<file path="config.mk">
export PLATFORM = sky130hd
export DESIGN_NAME = lcd_mux_drive
export DESIGN_NICKNAME = d
export VERILOG_FILES = /design/src/rtl/lcd_mux_pkg.sv /design/src/rtl/lcd_frame_seq.sv /design/src/rtl/lcd_seg_store.sv /design/src/rtl/lcd_level_map.sv /design/src/rtl/lcd_mux_drive.sv
export SDC_FILE = /design/constraint.sdc
export NUM_CORES = 1
export LEC_CHECK = 0
export ABC_AREA = 0
export BUFFER_PORTS_ARGS = -buffer_cell sky130_fd_sc_hd__buf_2
export CAP_MARGIN = 20
export CORE_ASPECT_RATIO = 0.8
export CORE_MARGIN = 3
export CORE_UTILIZATION = 50
export DETAILED_ROUTE_END_ITERATION = 7
export PLACE_DENSITY_LB_ADDON = 0.08
export SYNTH_ARGS = -nofsm -noshare
export SYNTH_HDL_FRONTEND = slang
export SYNTH_SLANG_ARGS = --single-unit
</file>
<file path="constraint.sdc">
create_clock -name clk_i -period 4.3 [get_ports clk_i]
set_input_delay 0.86 -clock clk_i [delete_from_list [all_inputs] [get_ports clk_i]]
set_output_delay 0.86 -clock clk_i [all_outputs]
set_load 0.05 [all_outputs]
</file>
<file path="src/rtl/lcd_mux_pkg.sv">
package lcd_mux_pkg;
  localparam int LVL_W = 2;
  typedef logic [LVL_W-1:0] lvl_t;

  localparam lvl_t LVL_GND = 2'd0;
  localparam lvl_t LVL_LO  = 2'd1;
  localparam lvl_t LVL_HI  = 2'd2;
  localparam lvl_t LVL_TOP = 2'd3;

  typedef enum logic [2:0] {
    MODE_STATIC = 3'd0,
    MODE_D2_B2  = 3'd1,
    MODE_D3_B2  = 3'd2,
    MODE_D3_B3  = 3'd3,
    MODE_D4_B3  = 3'd4
  } mode_e;

  function automatic logic mode_valid(logic [2:0] m);
    return m <= 3'd4;
  endfunction

  function automatic logic [2:0] duty_of(mode_e m);
    case (m)
      MODE_STATIC:            return 3'd1;
      MODE_D2_B2:             return 3'd2;
      MODE_D3_B2, MODE_D3_B3: return 3'd3;
      default:                return 3'd4;
    endcase
  endfunction

  function automatic logic third_bias(mode_e m);
    return (m == MODE_D3_B3) || (m == MODE_D4_B3);
  endfunction

  // sel: common owns the current slot
  function automatic lvl_t com_level(mode_e m, logic sel, logic pol);
    if (m == MODE_STATIC || sel) return pol ? LVL_GND : LVL_TOP;
    if (third_bias(m))           return pol ? LVL_HI : LVL_LO;
    return LVL_LO;
  endfunction

  function automatic lvl_t seg_level(mode_e m, logic on, logic pol);
    if (on)                 return pol ? LVL_TOP : LVL_GND;
    if (m == MODE_STATIC)   return pol ? LVL_GND : LVL_TOP;
    if (third_bias(m))      return pol ? LVL_LO : LVL_HI;
    return LVL_LO;
  endfunction
endpackage

</file>
<file path="src/rtl/lcd_frame_seq.sv">
module lcd_frame_seq #(
  parameter int N_COM  = 4,
  parameter int SLOT_W = (N_COM > 1) ? $clog2(N_COM) : 1
) (
  input  logic              clk_i,
  input  logic              rst_ni,
  input  logic              tick_i,
  input  logic [2:0]        duty_i,
  output logic [SLOT_W-1:0] slot_o,
  output logic              pol_o,
  output logic              frame_end_o
);
  logic [SLOT_W-1:0] slot_q;
  logic              pol_q;

  assign frame_end_o = tick_i && ((32'(slot_q) + 32'd1) == 32'(duty_i));

  always_ff @(posedge clk_i or negedge rst_ni) begin
    if (!rst_ni) begin
      slot_q <= '0;
      pol_q  <= 1'b0;
    end else if (tick_i) begin
      slot_q <= frame_end_o ? '0 : slot_q + 1'b1;
      if (frame_end_o) pol_q <= ~pol_q;
    end
  end

  assign slot_o = slot_q;
  assign pol_o  = pol_q;
endmodule

</file>
<file path="src/rtl/lcd_seg_store.sv">
module lcd_seg_store #(
  parameter int N_COM = 4,
  parameter int N_SEG = 28,
  parameter int IDX_W = 3
) (
  input  logic                         clk_i,
  input  logic                         rst_ni,
  input  logic                         wr_en_i,
  input  logic [IDX_W-1:0]             wr_idx_i,
  input  logic [N_SEG-1:0]             wr_data_i,
  input  logic                         commit_i,
  output logic [N_COM-1:0][N_SEG-1:0]  rows_o
);
  for (genvar r = 0; r < N_COM; r++) begin : g_row
    logic [N_SEG-1:0] shadow_q, active_q;
    always_ff @(posedge clk_i or negedge rst_ni) begin
      if (!rst_ni) begin
        shadow_q <= '0;
        active_q <= '0;
      end else begin
        if (commit_i) active_q <= shadow_q;
        if (wr_en_i && wr_idx_i == IDX_W'(r)) shadow_q <= wr_data_i;
      end
    end
    assign rows_o[r] = active_q;
  end
endmodule

</file>
<file path="src/rtl/lcd_level_map.sv">
module lcd_level_map
  import lcd_mux_pkg::*;
#(
  parameter int N_COM   = 4,
  parameter int N_SEG   = 28,
  parameter int SH_BASE = 20,
  parameter int N_SH    = 8,
  parameter int GRP_W   = 4,
  parameter int N_GRP   = N_SH / GRP_W,
  parameter int SLOT_W  = 2
) (
  input  mode_e                       mode_i,
  input  logic [SLOT_W-1:0]           slot_i,
  input  logic                        pol_i,
  input  logic                        disp_i,
  input  logic [N_COM-1:0][N_SEG-1:0] rows_i,
  input  logic [N_GRP-1:0]            port_sel_i,
  input  logic [N_SH-1:0]             port_i,
  output lvl_t [N_COM-1:0]            com_lvl_o,
  output lvl_t [N_SEG-1:0]            seg_lvl_o
);
  logic [2:0] duty;
  assign duty = duty_of(mode_i);

  for (genvar c = 0; c < N_COM; c++) begin : g_com
    logic sel;
    assign sel = (32'(c) < 32'(duty)) && (slot_i == SLOT_W'(c));
    assign com_lvl_o[c] = disp_i ? com_level(mode_i, sel, pol_i) : LVL_GND;
  end

  for (genvar j = 0; j < N_SEG; j++) begin : g_seg
    lvl_t lcd_lvl;
    assign lcd_lvl = disp_i ? seg_level(mode_i, rows_i[slot_i][j], pol_i) : LVL_GND;
    if (j >= SH_BASE && j < SH_BASE + N_SH) begin : g_shared
      assign seg_lvl_o[j] = port_sel_i[(j - SH_BASE) / GRP_W]
                          ? (port_i[j - SH_BASE] ? LVL_TOP : LVL_GND) : lcd_lvl;
    end else begin : g_plain
      assign seg_lvl_o[j] = lcd_lvl;
    end
  end
endmodule

</file>
<file path="src/rtl/lcd_mux_drive.sv">
module lcd_mux_drive
  import lcd_mux_pkg::*;
#(
  parameter int N_COM   = 4,
  parameter int N_SEG   = 28,
  parameter int SH_BASE = 20,
  parameter int N_SH    = 8,
  parameter int GRP_W   = 4,
  parameter int ADDR_W  = 3
) (
  input  logic                    clk_i,
  input  logic                    rst_ni,
  input  logic                    tick_i,
  input  logic                    wr_en_i,
  input  logic [ADDR_W-1:0]       wr_addr_i,
  input  logic [N_SEG-1:0]        wr_data_i,
  output logic [N_COM*LVL_W-1:0]  com_lvl_o,
  output logic [N_SEG*LVL_W-1:0]  seg_lvl_o
);
  localparam int N_GRP  = N_SH / GRP_W;
  localparam int SLOT_W = (N_COM > 1) ? $clog2(N_COM) : 1;
  localparam logic [ADDR_W-1:0] CTRL_ADDR = ADDR_W'(N_COM);
  localparam logic [ADDR_W-1:0] PORT_ADDR = ADDR_W'(N_COM + 1);

  mode_e              mode_pend_q, mode_q;
  logic               disp_q;
  logic [N_GRP-1:0]   port_sel_q;
  logic [N_SH-1:0]    port_q;
  logic [SLOT_W-1:0]  slot;
  logic               pol, frame_end, row_wr;
  logic [N_COM-1:0][N_SEG-1:0] rows;
  lvl_t [N_COM-1:0]   com_lvl;
  lvl_t [N_SEG-1:0]   seg_lvl;

  assign row_wr = wr_en_i && (32'(wr_addr_i) < N_COM);

  always_ff @(posedge clk_i or negedge rst_ni) begin
    if (!rst_ni) begin
      mode_pend_q <= MODE_STATIC;
      mode_q      <= MODE_STATIC;
      disp_q      <= 1'b0;
      port_sel_q  <= '0;
      port_q      <= '0;
    end else begin
      if (frame_end) mode_q <= mode_pend_q;
      if (wr_en_i && wr_addr_i == CTRL_ADDR) begin
        if (mode_valid(wr_data_i[2:0])) mode_pend_q <= mode_e'(wr_data_i[2:0]);
        disp_q <= wr_data_i[3];
      end
      if (wr_en_i && wr_addr_i == PORT_ADDR) begin
        port_q     <= wr_data_i[N_SH-1:0];
        port_sel_q <= wr_data_i[N_SH +: N_GRP];
      end
    end
  end

  lcd_frame_seq #(.N_COM(N_COM), .SLOT_W(SLOT_W)) u_seq (
    .clk_i, .rst_ni, .tick_i,
    .duty_i(duty_of(mode_q)), .slot_o(slot), .pol_o(pol), .frame_end_o(frame_end)
  );

  lcd_seg_store #(.N_COM(N_COM), .N_SEG(N_SEG), .IDX_W(ADDR_W)) u_store (
    .clk_i, .rst_ni, .wr_en_i(row_wr), .wr_idx_i(wr_addr_i),
    .wr_data_i, .commit_i(frame_end), .rows_o(rows)
  );

  lcd_level_map #(.N_COM(N_COM), .N_SEG(N_SEG), .SH_BASE(SH_BASE), .N_SH(N_SH),
                  .GRP_W(GRP_W), .N_GRP(N_GRP), .SLOT_W(SLOT_W)) u_map (
    .mode_i(mode_q), .slot_i(slot), .pol_i(pol), .disp_i(disp_q), .rows_i(rows),
    .port_sel_i(port_sel_q), .port_i(port_q), .com_lvl_o(com_lvl), .seg_lvl_o(seg_lvl)
  );

  assign com_lvl_o = com_lvl;
  assign seg_lvl_o = seg_lvl;
endmodule

</file>
==> impl_metrics.ini <==
[power]
finalPower_mw = 10.7
powerDensity_mw_per_mm2 = 834
vdd_drop_max_mv = 0.486
leakagePower_nw = 5.70

[finish]
fin_nets = 886
regArea_sq_mm = 0.00611
final_cell_mix = 242 x dfrtp_1, 220 x mux2_2, 97 x buf_2, 57 x mux2i_1, 41 x nor2b_1
multi_input_area_sq_mm = 0.00475
area_growth_pct = 15.7
layout_commonest_cell = dfrtp_1
n_fill_cell = 1652
layout-drive-gt1-share_pct = 47.9
num_antenna_cells = 0

[route]
via_per_inst = 5.80
ant_nets = 0
drt-pass1-iter-count = 4
drt_iter0_drc = 439
wl_per_cell_um = 22.1
wl_um = 25000
vias = 6564
drc = 0

[sta]
fin_crit_ns = 3.70
setup_viol = 0
fmax_mhz = 270
hold_viol_final = 0
slew_headroom_pct = 41.9
setup_tns_ns = 0
finalMaxSlewViolations = 0
worstMarginPinSlew_ns = 0.872
rsz0062_at_grt = no
fin_worst_skew_ns = 0.0119
fin_crit_sh_pct = 86.0

[place]
gp_congestion = 0.764
hpwl_um = 15900
portBuffers = 98

[global_routing]
grt_max_degree = 112
antenna_found_initial = 0
grt_pass1_wl_um = 40100
grt_util_all_layers_pct = 21.3
grt_overflow_total = 0
grt_pass1_vias = 7081

[clocking]
numCtsBuffers = 26
h-tree-depth = 1
clockBufferDepth = 3
cts.reportedPaths.clkPinSlew_ns = 0.06
cts_num_sinks = 244
hold_buffers = 0
worst_skew_pair.late_latency_ns = 0.52
root_buffer = clkbuf_16
cts_tree = done
ctsResizeCount = 0
post_cts_buffers = 0

[synthesis]
synth.top_cell.area_share_pct = 55.2
synth.distinct_cells = 38
synth_area_leaders = dfrtp_1 55%, mux2_2 22%, mux4_2 5.7%, mux2i_1 5.2%, nor2b_1 2.3%
synthAdderAreaFrac_pct = 0.566
syn_inst = 754
synth_compound_area_share_pct = 2.43
ys_seq_area_share_pct = 55.2
ys_seq_elements = 244
synth_top_family_by_area = multiplexers
yosys_warnings = 0
syn_area_sq_mm = 0.0111
synthesis.nets = 794
yosysTopAreaCell = dfrtp_1
synthXorXnorAreaFrac_pct = 0.158
avgSynthCellArea_sq_um = 14.7
synth_mux_area_share_pct = 35.0
synthSimpleGateAreaFrac_pct = 4.53

[floorplanning]
start_util_pct = 52.2
io_pins = 99
dieWidth_um = 172
rows = 47
coreArea_sq_mm = 0.0212
die-area_sq_mm = 0.0239
die_h_um = 139

[setup_path]
worstSetupPathType = flop to primary output
cp_slowest_cell = dfrtp_1
worstPathCellList = or2_2 -> a21oi_2 -> buf_4 -> mux2i_1 -> nor2b_1 -> buf_2
crit_arrival_ns = 2.84
worst_setup_path_start_kind = flop
end_kind = primary output
critPathMaxStageDelay_ns = 0.50
critPathMaxFanout = 20
critPathRequiredTime_ns = 3.44
rrSetupSlack_ns = 1.53

[run_status]
status = finished clean

[run]
cap_viol_max_count = 0

[min_path]
min_path_type = input pin to asynchronous set/reset pin
final timing paths:
| check | from | end | cells after the start |
|---|---|---|---|
| hold reg to reg | u_store.g_row[3].active_q[26] | u_store.g_row[3].active_q[26] | 1 |
| max in group asynchronous | rst_ni | u_store.g_row[2].shadow_q[11] | 2 |
| min in group clk_i | u_store.g_row[3].active_q[26] | u_store.g_row[3].active_q[26] | 1 |
| hold / removal | rst_ni | u_store.g_row[0].active_q[27] | 1 |
| setup reg to reg | u_seq.slot_o[0] | u_store.g_row[1].active_q[5] | 6 |
| setup / recovery | mode_q[1] | seg_lvl_o[1] | 6 |
kinds of logic after synthesis:
family	count (synthesis)
multiplexers	322
flip-flops	244
AND/OR/NAND/NOR	85
buffers and inverters	55
AO/OA/AOI/OAI	41
adder cells (fa/ha/maj)	5
XOR/XNOR	2
cell type report:
class | count | share of cell area, %
timing repair buffer | 116 | 5.46
sequential | 244 | 47.8
clock inverter | 5 | 0.636
multi-input combinational | 455 | 37.1
inverter | 3 | 0.0881
tap | 269 | 2.63
clock buffer | 40 | 6.29
Yosys cell counts:
cell type	count
a2111oi_4	1
a211oi_1	1
a211oi_2	1
a21boi_0	2
a21oi_1	4
and2_1	3
buf_1	7
buf_2	10
buf_4	2
clkbuf_1	33
dfrtp_1	244
ha_1	5
inv_1	3
mux2_1	17
mux2_2	220
mux2i_1	57
mux4_2	28
nand2_1	16
nand2b_1	3
nand3b_1	1
nand4b_1	2
nand4bb_1	1
nor2_1	7
nor2b_1	41
nor3_1	2
nor3_2	2
nor3b_1	3
nor4b_1	1
nor4bb_1	1
o21a_1	1
o21ai_0	25
o21bai_1	1
o22ai_1	1
o311a_1	4
or2_2	1
or3_1	1
xnor2_1	1
xor2_1	1
power by group:
group / internal [mW] / switching (mW) / leakage (nW)
Sequential: 3.13 / 0.514 / 2.95
Clock: 1.40 / 0.880 / 0.438
Combinational: 2.11 / 2.63 / 2.31
metrics by stage:
step	instances	util [%]	setup slack (ns)	cell area, sq um	hold WS [ns]
after floorplan	754	-	0.676	11100	0.453
after global placement	1086	56.1	0.911	11900	0.465
after detailed placement	1086	56.1	0.862	11900	0.474
after CTS	1131	60.3	0.293	12800	0.435
after global routing	1132	60.4	0.418	12800	0.438
final	1132	60.4	0.602	12800	0.373
worst max-delay path: cells and delay by family (launching register included):
kind	cells	cell delay [ns]
multiplexers	1	0.12
AND/OR/NAND/NOR	2	0.58
AO/OA/AOI/OAI	1	0.44
flip-flops	1	0.50
buffers and inverters	2	0.68
flip-flops by register name, indices dropped and copies added (netlist names):
register                flops
u_store.g_row.active_q    112
u_store.g_row.shadow_q    112
port_q                      8
mode_pend_q                 3
mode_q                      3
port_sel_q                  2
u_seq.slot_o                2
disp_q                      1
u_seq.pol_o                 1
routing by layer:
metal / vias up / part of all wire, % / wire length (um) / GRT usage (%)
met2: 147 / 47 / 11800 / 33.5
met3: 42 / 4.2 / 1060 / 3.48
met5: - / 0 / 0 / 0
met1: 3478 / 47 / 11700 / 31.3
li1: 2897 / - / - / -
met4: 0 / 1.9 / 482 / 5.08
Note: power is estimated with default switching activity, not from simulation.
